===== config.mk =====
export PLATFORM = sky130hd
export DESIGN_NAME = ir_rx_buffer
export DESIGN_NICKNAME = d
export VERILOG_FILES = /design/src/rtl/ir_rxbuf_pkg.sv /design/src/rtl/ir_rxbuf_store.sv /design/src/rtl/ir_rxbuf_flags.sv /design/src/rtl/ir_rxbuf_regs.sv /design/src/rtl/ir_rx_buffer.sv
export SDC_FILE = /design/constraint.sdc
export NUM_CORES = 1
export LEC_CHECK = 0
export BUFFER_PORTS_ARGS = -buffer_cell sky130_fd_sc_hd__buf_2
export CORE_ASPECT_RATIO = 1.1
export CORE_MARGIN = 2
export CORE_UTILIZATION = 44
export CTS_CLUSTER_DIAMETER = 150
export DETAILED_ROUTE_END_ITERATION = 10
export GPL_TIMING_DRIVEN = 0
export PLACE_DENSITY = 0.57
export SYNTH_ARGS = -nofsm -noshare
export SYNTH_HDL_FRONTEND = slang
export SYNTH_SLANG_ARGS = --single-unit

===== constraint.sdc =====
create_clock -name clk -period 3.8 [get_ports clk]
set_input_delay 0.57 -clock clk [delete_from_list [all_inputs] [get_ports clk]]
set_output_delay 0.57 -clock clk [all_outputs]
set_load 0.02 [all_outputs]

===== src/rtl/ir_rxbuf_pkg.sv =====
package ir_rxbuf_pkg;

   typedef enum logic [1:0] {
      SEL_DATA = 2'd0,
      SEL_IEN  = 2'd1,
      SEL_STAT = 2'd2,
      SEL_RSVD = 2'd3
   } rxbuf_sel_e;

   localparam int BIT_OVF   = 0;
   localparam int BIT_PEND  = 1;
   localparam int BIT_AVAIL = 4;
   localparam int FIELD_LSB = 8;

   typedef struct packed {
      logic avail;
      logic pend;
      logic ovf;
   } rxbuf_flags_t;

endpackage


===== src/rtl/ir_rxbuf_store.sv =====
module ir_rxbuf_store #(
   parameter int DEPTH  = 64,
   parameter int DATA_W = 8,
   localparam int AW    = (DEPTH > 1) ? $clog2(DEPTH) : 1,
   localparam int CNT_W = $clog2(2 * DEPTH)
) (
   input  logic              clk,
   input  logic              rst_n,
   input  logic              push,
   input  logic              pop,
   input  logic [DATA_W-1:0] wdata,
   output logic [DATA_W-1:0] head,
   output logic [CNT_W-1:0]  count,
   output logic              full,
   output logic              empty
);

   localparam bit POW2 = ((DEPTH & (DEPTH - 1)) == 0);

   if (DEPTH < 2) begin : g_bad_depth
      $error("ir_rxbuf_store: DEPTH must be at least 2");
   end
   if (DATA_W < 1) begin : g_bad_width
      $error("ir_rxbuf_store: DATA_W must be positive");
   end

   logic [DATA_W-1:0] mem [DEPTH];
   logic [AW-1:0]     wr_ptr, rd_ptr;
   logic [AW-1:0]     wr_nxt, rd_nxt;

   if (POW2) begin : g_wrap_natural
      assign wr_nxt = wr_ptr + AW'(1);
      assign rd_nxt = rd_ptr + AW'(1);
   end else begin : g_wrap_compare
      assign wr_nxt = (wr_ptr == AW'(DEPTH - 1)) ? '0 : wr_ptr + AW'(1);
      assign rd_nxt = (rd_ptr == AW'(DEPTH - 1)) ? '0 : rd_ptr + AW'(1);
   end

   always_ff @(posedge clk) begin
      if (push) begin
         mem[wr_ptr] <= wdata;
      end
   end

   always_ff @(posedge clk) begin
      if (!rst_n) begin
         wr_ptr <= '0;
         rd_ptr <= '0;
         count  <= '0;
      end else begin
         if (push) begin
            wr_ptr <= wr_nxt;
         end
         if (pop) begin
            rd_ptr <= rd_nxt;
         end
         case ({push, pop})
            2'b10:   count <= count + CNT_W'(1);
            2'b01:   count <= count - CNT_W'(1);
            default: count <= count;
         endcase
      end
   end

   assign full  = (count == CNT_W'(DEPTH));
   assign empty = (count == '0);
   assign head  = empty ? '0 : mem[rd_ptr];

   AST_COUNT_BOUND: assert property (@(posedge clk) disable iff (!rst_n) count <= CNT_W'(DEPTH));
   AST_NO_PUSH_WHEN_FULL: assert property (@(posedge clk) disable iff (!rst_n) (full && push) |-> pop);
   AST_NO_POP_WHEN_EMPTY: assert property (@(posedge clk) disable iff (!rst_n) empty |-> !pop);
   AST_POP_ONLY_DEC: assert property (@(posedge clk) disable iff (!rst_n) (pop && !push) |=> count == $past(count) - CNT_W'(1));

endmodule


===== src/rtl/ir_rxbuf_flags.sv =====
module ir_rxbuf_flags
   import ir_rxbuf_pkg::*;
#(
   parameter int CNT_W = 7,
   parameter int LVL_W = 6
) (
   input  logic             clk,
   input  logic             rst_n,
   input  logic             ovf_evt,
   input  logic             pend_evt,
   input  logic             clr_ovf,
   input  logic             clr_pend,
   input  logic [CNT_W-1:0] count,
   input  logic [LVL_W-1:0] level,
   output rxbuf_flags_t     flags
);

   if (LVL_W > CNT_W) begin : g_bad_level
      $error("ir_rxbuf_flags: trigger level wider than count");
   end

   logic ovf_q, pend_q;
   logic [CNT_W-1:0] level_ext;

   assign level_ext = CNT_W'(level);

   always_ff @(posedge clk) begin
      if (!rst_n) begin
         ovf_q  <= 1'b0;
         pend_q <= 1'b0;
      end else begin
         ovf_q  <= ovf_evt  | (ovf_q  & ~clr_ovf);
         pend_q <= pend_evt | (pend_q & ~clr_pend);
      end
   end

   assign flags.ovf   = ovf_q;
   assign flags.pend  = pend_q;
   assign flags.avail = (count > level_ext);

   AST_OVF_STICKY: assert property (@(posedge clk) disable iff (!rst_n) (flags.ovf && !clr_ovf) |=> flags.ovf);
   AST_PEND_SET: assert property (@(posedge clk) disable iff (!rst_n) pend_evt |=> flags.pend);
   AST_OVF_CLEARED: assert property (@(posedge clk) disable iff (!rst_n) (clr_ovf && !ovf_evt) |=> !flags.ovf);
   AST_PEND_CLEARED: assert property (@(posedge clk) disable iff (!rst_n) (clr_pend && !pend_evt) |=> !flags.pend);

endmodule


===== src/rtl/ir_rxbuf_regs.sv =====
module ir_rxbuf_regs
   import ir_rxbuf_pkg::*;
#(
   parameter int REG_W  = 32,
   parameter int DATA_W = 8,
   parameter int CNT_W  = 7,
   parameter int LVL_W  = 6
) (
   input  logic              clk,
   input  logic              rst_n,
   input  logic [1:0]        sel,
   input  logic              wr,
   input  logic [REG_W-1:0]  wdata,
   input  logic [DATA_W-1:0] head,
   input  logic [CNT_W-1:0]  count,
   input  rxbuf_flags_t      flags,
   output logic [REG_W-1:0]  rdata,
   output logic [LVL_W-1:0]  level,
   output logic              clr_ovf,
   output logic              clr_pend,
   output logic              irq
);

   if (FIELD_LSB + CNT_W > REG_W) begin : g_bad_count_field
      $error("ir_rxbuf_regs: count field does not fit the register");
   end
   if (DATA_W > REG_W) begin : g_bad_data_field
      $error("ir_rxbuf_regs: data wider than the register");
   end

   rxbuf_flags_t en_q;
   logic [LVL_W-1:0] level_q;
   logic wr_ien, wr_stat;
   logic unused_wbits;

   assign wr_ien  = wr && (sel == SEL_IEN);
   assign wr_stat = wr && (sel == SEL_STAT);

   always_ff @(posedge clk) begin
      if (!rst_n) begin
         en_q    <= '0;
         level_q <= '0;
      end else if (wr_ien) begin
         en_q.ovf   <= wdata[BIT_OVF];
         en_q.pend  <= wdata[BIT_PEND];
         en_q.avail <= wdata[BIT_AVAIL];
         level_q    <= wdata[FIELD_LSB +: LVL_W];
      end
   end

   assign clr_ovf  = wr_stat && wdata[BIT_OVF];
   assign clr_pend = wr_stat && wdata[BIT_PEND];
   assign level    = level_q;
   assign unused_wbits = ^{wdata[REG_W-1:FIELD_LSB+LVL_W], wdata[FIELD_LSB-1:BIT_AVAIL+1],
                           wdata[BIT_AVAIL-1:BIT_PEND+1]};

   always_comb begin
      rdata = '0;
      case (sel)
         SEL_DATA: rdata[DATA_W-1:0] = head;
         SEL_IEN: begin
            rdata[BIT_OVF]   = en_q.ovf;
            rdata[BIT_PEND]  = en_q.pend;
            rdata[BIT_AVAIL] = en_q.avail;
            rdata[FIELD_LSB +: LVL_W] = level_q;
         end
         SEL_STAT: begin
            rdata[BIT_OVF]   = flags.ovf;
            rdata[BIT_PEND]  = flags.pend;
            rdata[BIT_AVAIL] = flags.avail;
            rdata[FIELD_LSB +: CNT_W] = count;
         end
         default: rdata = '0;
      endcase
   end

   assign irq = |(flags & en_q);

   AST_IRQ_ON_AVAIL: assert property (@(posedge clk) disable iff (!rst_n) (flags.avail && en_q.avail) |-> irq);
   AST_IRQ_QUIET: assert property (@(posedge clk) disable iff (!rst_n) (flags == '0) |-> !irq);
   AST_LEVEL_HOLD: assert property (@(posedge clk) disable iff (!rst_n) !wr_ien |=> $stable(level_q));

endmodule


===== src/rtl/ir_rx_buffer.sv =====
module ir_rx_buffer
   import ir_rxbuf_pkg::*;
#(
   parameter int DEPTH = 64
) (
   input  logic        clk,
   input  logic        rst_n,
   input  logic        smp_valid,
   input  logic [7:0]  smp_byte,
   input  logic        smp_pkt_end,
   input  logic [1:0]  reg_sel,
   input  logic        reg_wr,
   input  logic        reg_rd,
   input  logic [31:0] reg_wdata,
   output logic [31:0] reg_rdata,
   output logic        irq
);

   localparam int DATA_W = 8;
   localparam int REG_W  = 32;
   localparam int CNT_W  = $clog2(2 * DEPTH);
   localparam int LVL_W  = (DEPTH > 1) ? $clog2(DEPTH) : 1;

   if (DEPTH < 2) begin : g_bad_depth
      $error("ir_rx_buffer: DEPTH must be at least 2");
   end

   logic [DATA_W-1:0] fifo_head;
   logic [CNT_W-1:0]  fifo_count;
   logic              fifo_full, fifo_empty;
   logic              pop_ok, push_ok, ovf_evt;
   logic              clr_ovf, clr_pend;
   logic [LVL_W-1:0]  level;
   rxbuf_flags_t      flags;

   assign pop_ok  = reg_rd && (reg_sel == SEL_DATA) && !fifo_empty;
   assign push_ok = smp_valid && (!fifo_full || pop_ok);
   assign ovf_evt = smp_valid && !push_ok;

   ir_rxbuf_store #(
      .DEPTH  (DEPTH),
      .DATA_W (DATA_W)
   ) u_store (
      .clk   (clk),
      .rst_n (rst_n),
      .push  (push_ok),
      .pop   (pop_ok),
      .wdata (smp_byte),
      .head  (fifo_head),
      .count (fifo_count),
      .full  (fifo_full),
      .empty (fifo_empty)
   );

   ir_rxbuf_flags #(
      .CNT_W (CNT_W),
      .LVL_W (LVL_W)
   ) u_flags (
      .clk      (clk),
      .rst_n    (rst_n),
      .ovf_evt  (ovf_evt),
      .pend_evt (smp_pkt_end),
      .clr_ovf  (clr_ovf),
      .clr_pend (clr_pend),
      .count    (fifo_count),
      .level    (level),
      .flags    (flags)
   );

   ir_rxbuf_regs #(
      .REG_W  (REG_W),
      .DATA_W (DATA_W),
      .CNT_W  (CNT_W),
      .LVL_W  (LVL_W)
   ) u_regs (
      .clk      (clk),
      .rst_n    (rst_n),
      .sel      (reg_sel),
      .wr       (reg_wr),
      .wdata    (reg_wdata),
      .head     (fifo_head),
      .count    (fifo_count),
      .flags    (flags),
      .rdata    (reg_rdata),
      .level    (level),
      .clr_ovf  (clr_ovf),
      .clr_pend (clr_pend),
      .irq      (irq)
   );

   AST_EMPTY_READ_INERT: assert property (@(posedge clk) disable iff (!rst_n) (reg_rd && reg_sel == SEL_DATA && fifo_empty && !smp_valid) |=> fifo_count == $past(fifo_count));
   AST_FULL_SWAP: assert property (@(posedge clk) disable iff (!rst_n) (smp_valid && fifo_full && pop_ok) |=> (fifo_full && flags.ovf == $past(flags.ovf && !clr_ovf)));
   AST_DROP_FLAGS: assert property (@(posedge clk) disable iff (!rst_n) (smp_valid && fifo_full && !pop_ok) |=> (flags.ovf && fifo_full));

endmodule


# Word-level counts from Yosys, hierarchy flattened
# Memories as Yosys holds them, arrays and structs flattened. A register that Yosys moved wholly into a read port is not among the register bits.
# Cells that the tools add are included.
# W data, S select, Z words.
[totals]
regBits = 30
latchBits = 0
ramBits = 512
mem_bits_ro = 0
in_bits = 48
out_inout_bits = 33
word_cells = 55
memories = 1
[memory_table]
columns = ["memory", "depth", "width", "read_ports", "rd_ports_with_merged_regs", "wr", "line_no", "rtl"]
rows = [
  ["u_store.mem", 64, 8, 1, 1, 1, "ir_rxbuf_store.sv:27", "logic [DATA_W-1:0] mem [DEPTH];"],
]
[classes]
n_addsub = 4
mul = 0
n_div = 0
order_cmp = 1
eq_ne = 5
n_shift = 0
muxes = 12
bitwise = 7
n_reduce_logical = 16
[op_table]
columns = ["cell", "count"]
rows = [
  ["$pmux W7 S2", 1],
  ["$add A6 B1 Y6 const B", 2],
  ["$mux W6", 2],
  ["$pmux W6 S2", 1],
  ["$logic_and A1 B1 Y1", 8],
  ["$mux W8", 1],
  ["$add A7 B1 Y7 const B", 1],
  ["$eq A7 B7 Y1 const B", 1],
  ["$gt A7 B6 Y1", 1],
  ["$logic_not A7 Y1", 1],
  ["$sub A7 B1 Y7 const B", 1],
  ["$pmux W2 S3", 1],
  ["$eq A2 B1 Y1 const B", 2],
  ["$eq A2 B2 Y1 const B", 2],
  ["$and A3 B3 Y3", 1],
  ["$logic_not A1 Y1", 3],
  ["$mux W1", 3],
  ["$mux W3", 1],
  ["$pmux W1 S3", 1],
  ["$reduce_or A3 Y1", 1],
  ["$and A1 B1 Y1", 2],
  ["$logic_not A2 Y1", 1],
  ["$mux W2", 1],
  ["$not A1 Y1", 2],
  ["other kinds (3)", 4],
]

# Longest topological paths before layout
[depth]
word_depth = 8
mapped_depth = 14
depth_no_buf = 13

# Hierarchy
# A second synthesis with hierarchy kept.
[unflattened]
cells_unflattened = 1179
area_unflattened_um2 = 22242.6
[by_module_without_submodules]
columns = ["module", "n_inst", "cells_per_inst", "area_each_um2", "seq_area_each_um2"]
rows = [
  ["ir_rxbuf_store", 1, 1053, 21176.6, 15875.2],
  ["ir_rxbuf_regs", 1, 94, 798.3, 180.2],
  ["ir_rxbuf_flags", 1, 28, 236.5, 40.0],
  ["ir_rx_buffer", 1, 4, 31.3, 0.0],
]

# Least setup slack after synthesis
# OpenSTA, ideal clock, no wires.
[synth_path]
path_type = "input-to-reg"
from = "in reg_sel[0]"
to = "reg u_store.count[6]"
setup_time_ps = 72
arrival_time_ps = 3038
required_time_ps = 3728
path_slack_ps = 690
path_stages = 13
n_path_buf = 1
path_cell_list = "inv_1 -> ha_1 -> nand2_1 -> a31oi_1 -> and2_0 -> clkbuf_1 -> ha_1 -> nor2b_1 -> o21ai_0 -> nand2b_1 -> a31oi_1 -> mux2i_1 -> mux2i_1"
[synth_via]
elab_chain_cells = 7
elab_cells_between_ends = 9
classes_between = "eq/ne: 2; mux: 1; reduce/logical: 6"
[synth_lines]
columns = ["element", "line_no", "rtl"]
rows = [
  ["start, declared", "ir_rx_buffer.sv:11", "input logic [1:0] reg_sel,"],
  ["$logic_not A2 Y1 (*)", "ir_rx_buffer.sv:36", "assign pop_ok = reg_rd && (reg_sel == SEL_DATA) && !fifo_empty;"],
  ["$logic_and A1 B1 Y1 (*) (2 in a row)", "ir_rx_buffer.sv:36", ""],
  ["$logic_or A1 B1 Y1", "ir_rx_buffer.sv:37", "assign push_ok = smp_valid && (!fifo_full || pop_ok);"],
  ["$logic_and A1 B1 Y1", "ir_rx_buffer.sv:37", ""],
  ["$eq A2 B1 Y1 or $eq A2 B2 Y1 (tied branches)", "ir_rxbuf_store.sv:57", "case ({push, pop})"],
  ["$pmux W7 S2 or $reduce_bool A2 Y1 (tied branches)", "-", ""],
  ["end signal, assigned", "ir_rxbuf_store.sv:58", "2'b10: count <= count + CNT_W'(1);"],
  ["end signal, assigned", "ir_rxbuf_store.sv:59", "2'b01: count <= count - CNT_W'(1);"],
  ["end signal, assigned", "ir_rxbuf_store.sv:60", "default: count <= count;"],
  ["end, declared", "ir_rxbuf_store.sv:13", "output logic [CNT_W-1:0] count,"],
]
# Mark *: on every way between the ends. The rest lies on a longest branch, timed or not.
# A chain may end at the register's enable or synchronous reset.

# Worst setup path after layout
[layout_path]
from = "reg u_store.count[4]"
to = "mem u_store.mem[39][0], enable pin"
[layout_via]
elab_chain_cells = 7
elab_cells_between_ends = 9
classes_between = "eq/ne: 1; mux: 2; reduce/logical: 6"
[layout_lines]
columns = ["element", "line_no", "rtl"]
rows = [
  ["$logic_not A7 Y1", "ir_rxbuf_store.sv:66", "assign empty = (count == '0);"],
  ["$logic_not A1 Y1", "ir_rx_buffer.sv:36", ""],
  ["$logic_and A1 B1 Y1", "ir_rx_buffer.sv:36", ""],
  ["$logic_or A1 B1 Y1 (*)", "ir_rx_buffer.sv:37", ""],
  ["$logic_and A1 B1 Y1 (*)", "ir_rx_buffer.sv:37", ""],
  ["$mux W1 (*)", "ir_rxbuf_store.sv:40", "if (push) begin"],
  ["$mux W1 (implied by the code) (*)", "ir_rxbuf_store.sv:41", "mem[wr_ptr] <= wdata;"],
  ["end, declared", "ir_rxbuf_store.sv:27", ""],
]
# Marked as above.

==> flow_summary.yaml <==
synth:
  yosysTopAreaCellShare_pct: 70.0
  synth_enable_flop_cells: 512
  area_leader_netlist: "edfxtp_1"
  avgSynthCellArea_um2: 19.3
  mappedNetlistArea_mm2: 0.0220
  post_synth_num_cell_types: 50
  post_synth_inst_count: 1139
  synth_area_leaders: "edfxtp_1 (70%), mux4_2 (14%), dfxtp_1 (3.3%), nor2_1 (1.6%), mux2i_1 (1.6%)"
  seq_area_frac_synth_pct: 73.3
  ys_ff_latch: 548
  yosysWarningCount: 0
  synth_async_sr_flop_share_pct: 0
  most_common_flop_cell_mapped_by_yosys: "edfxtp_1"
sta:
  setup-violations-final: 0
  hold_violations: 0
  worstMarginPinSlew_ps: 1250
  timing.slew.headroom_pct: 16.5
  max_slew_vio_count: 0
  grt_setup_unrepaired: "true"
  final_min_period_over_clock_period_pct: 98.4
  clock-skew-final_ps: 14.6
  finalWorstPathRequiredPeriod_ps: 3740
  fmax_ghz: 0.267
  finalSetupTns_ps: 0
final_layout:
  layout.cells.most_common_list: "edfxtp_1 (512), mux4_2 (140), nor2_1 (95), clkbuf_16 (59), buf_2 (42)"
  filler_cells_inserted: 3975
  layout.nets: 1321
  drive_gt1_share_pct: 26.3
  flow.area_growth_from_synthesis_pct: 15.6
  final_core_utilization_pct: 51.7
  antenna-diode-count: 0
  final_common_cell: "edfxtp_1"
global_routing:
  global_route.usage.met1_pct: 28.0
  wire_length_of_the_first_global_routing_pass_um: 77700
  globalRoute.busiestLayer: "met2"
  grt_max_degree: 65
  antenna_found_initial: 1
  grt_util_met3_pct: 4.13
  overflow: 0
  grt_use_met2_pct: 35.1
  vias_in_the_first_global_route: 11300
  groute.usage.overall_pct: 21.4
setup_path:
  startpoint_of_the_most_critical_setup_path: "u_store.count[4]$_SDFFE_PN0P_"
  critPathCaptureType: "flop"
  worst_ep_required_time_ps: 4020
  worstReg2RegStart: "u_store.count[4]$_SDFFE_PN0P_"
  critPathArrivalTime_ps: 3960
  setup.worst_path.class: "reg2reg"
  timing.critical_path.from_type: "flop"
  critPathMaxFanout: 10
place:
  final_replace_weighted_congestion: 0.814
  buffer_ports.inserted: 40
  post-dp-hpwl_um: 35000
power:
  static_leakage_nw: 7.93
  ir_drop_mv: 0.312
  p_per_area_mw_per_mm2: 503
detailed_routing:
  remaining_design_rule_violation_count: 0
  count_of_vias_placed_by_the_detailed_router: 11100
  wirelength_um: 54200
  drt-wirelength-per-cell_um: 27.8
  dr.first_iter.drc_count: 1224
  viasPerCell: 5.71
  drt-pass1-iter-count: 5
  route.antenna.remaining_nets: 0
die:
  die-height_um: 238
  die_width_um: 217
  rows: 85
  floorplan.initialDensity_pct: 44.7
  ioPinCount: 81
  design.core.area_mm2: 0.0491
  floorplan.die_area_mm2: 0.0517
clocking:
  cts.sink_count: 548
  cts_buffers: 54
  ctsHtreeMaxLevel: 2
  cts.root.buffer_cell: "clkbuf_16"
  tritoncts_clock_tree: "done"
  clock_insertion_delay_worst_skew_ps: 610
  ctsHoldBuffers: 0
  clkTransAtPathRegs_ps: 60
  cts.path.max_buffers: 3
run_status:
  outcome: "finished clean"
hold_path:
  min-delay-path-class: "in2reg"
  worst_hold_startpoint: "smp_pkt_end"
run:
  cap_viol_max_count: 0
-- final timing paths --
path,endpoint,slack [ps],cells after the start
worst min-delay path,u_flags.pend_q$_SDFF_PN0_,190,3
worst max register to register,u_store.mem[39][0]$_DFFE_PP_,60,6
worst min register to register,u_regs.en_q[0]$_SDFFE_PN0P_,480,2
worst max-delay path,u_store.mem[39][0]$_DFFE_PP_,60,6
-- cells in the mapped netlist (2+ instances only) --
library cell and instances:
ha_1 17, buf_6 2, nor3_1 4, a21o_1 3, mux2i_1 35, nand3_1 19
nor2_1 96, nand4_1 3, o21ai_0 9, nand2b_1 6, nor4_1 2, o32ai_1 2
nand3b_1 5, edfxtp_1 512, o22ai_1 6, a21oi_1 23, and2_1 2, a22oi_1 17
o221ai_1 3, o21a_1 3, and2_0 2, a31oi_1 4, nor3b_1 6, or3_1 4
or3b_2 2, o211ai_1 5, nor2b_1 15, buf_1 8, dfxtp_1 36, a211oi_1 3
nand2_1 38, buf_4 23, xnor2_1 5, buf_2 19, clkbuf_1 23, mux4_2 140
inv_1 15, xor2_1 7, or2_2 2, mux2_2 3
-- state kept, by name (all words and copies together), names as in the netlist, named ones only --
register	flops
u_store.rd_ptr	6
u_regs.level	6
u_regs.en_q	3
u_store.wr_ptr	6
u_flags.pend_q	1
u_flags.ovf_q	1
u_store.count	7
u_store.mem	512
-- repair_timing --
| action | in CTS | in global routing |
|---|---|---|
| endpoints found under the setup margin | 8 | 46 |
| setup buffers | 1 | 1 |
| resized for setup | 105 | 26 |
| gates cloned | 0 | 2 |
-- layout make-up --
| type | count | area (um2) | share of cell area, % |
|---|---|---|---|
| sequential | 548 | 16100 | 63.4 |
| timing repair buffer | 44 | 272 | 1.07 |
| buffer | 75 | 709 | 2.79 |
| clock buffer | 70 | 1480 | 5.81 |
| inverter | 16 | 60.1 | 0.237 |
| clock inverter | 30 | 314 | 1.24 |
| tap | 652 | 816 | 3.21 |
| multi-input combinational | 516 | 5640 | 22.2 |
-- power breakdown --
part	switching [W]	total, W	leakage [nW]	internal [W]
logic	0.000412	0.000688	2.16	0.000276
clock network	0.00222	0.00542	0.872	0.00320
registers	0.0000242	0.00665	4.90	0.00663
-- stage by stage --
step | instances | total power (W) | cell area [um2] | worst slack (ps) | hold slack (ps)
finish | 1951 | 0.0128 | 25400 | 59.0 | 191
global route | 1951 | 0.0131 | 25400 | -94.0 | 204
CTS | 1948 | 0.0128 | 25200 | -22.3 | 168
detailed placement | 1847 | 0.00741 | 23000 | -500 | 471
global placement | 1847 | 0.00740 | 23000 | -544 | 466
floorplan | 1155 | 0.00714 | 22000 | 690 | 449
-- worst max-delay path: stages (launching register included) --
cell      delay [ps]
dfxtp_1          510
nor4_4           120
a41oi_1          620
and2_0           210
clkbuf_1         190
nand3_1          680
nor2_1          1020
-- kinds of logic (layout without fill, tap and decap cells) --
kind of cell | Yosys count | in the layout | synth area share, %
xor gates and xnor gates | 12 | 12 | 0.479
DFF | 548 | 548 | 73.3
AOI/OAI and AO/OA | 82 | 82 | 2.44
buffers and inverters | 91 | 235 | 2.13
muxes | 178 | 178 | 16.1
adders and majority gates | 18 | 18 | 1.06
and+or+nand+nor | 209 | 209 | 4.46
other | 1 | 17 | 0.0171
-- per-layer routing --
layer  routed length (um)  share of wire (%)
met5                   13              0.024
met4                 2090                3.9
met3                 3390                6.3
met2                26800                 49
met1                22000                 40
Power figures use the tool's default switching activity.
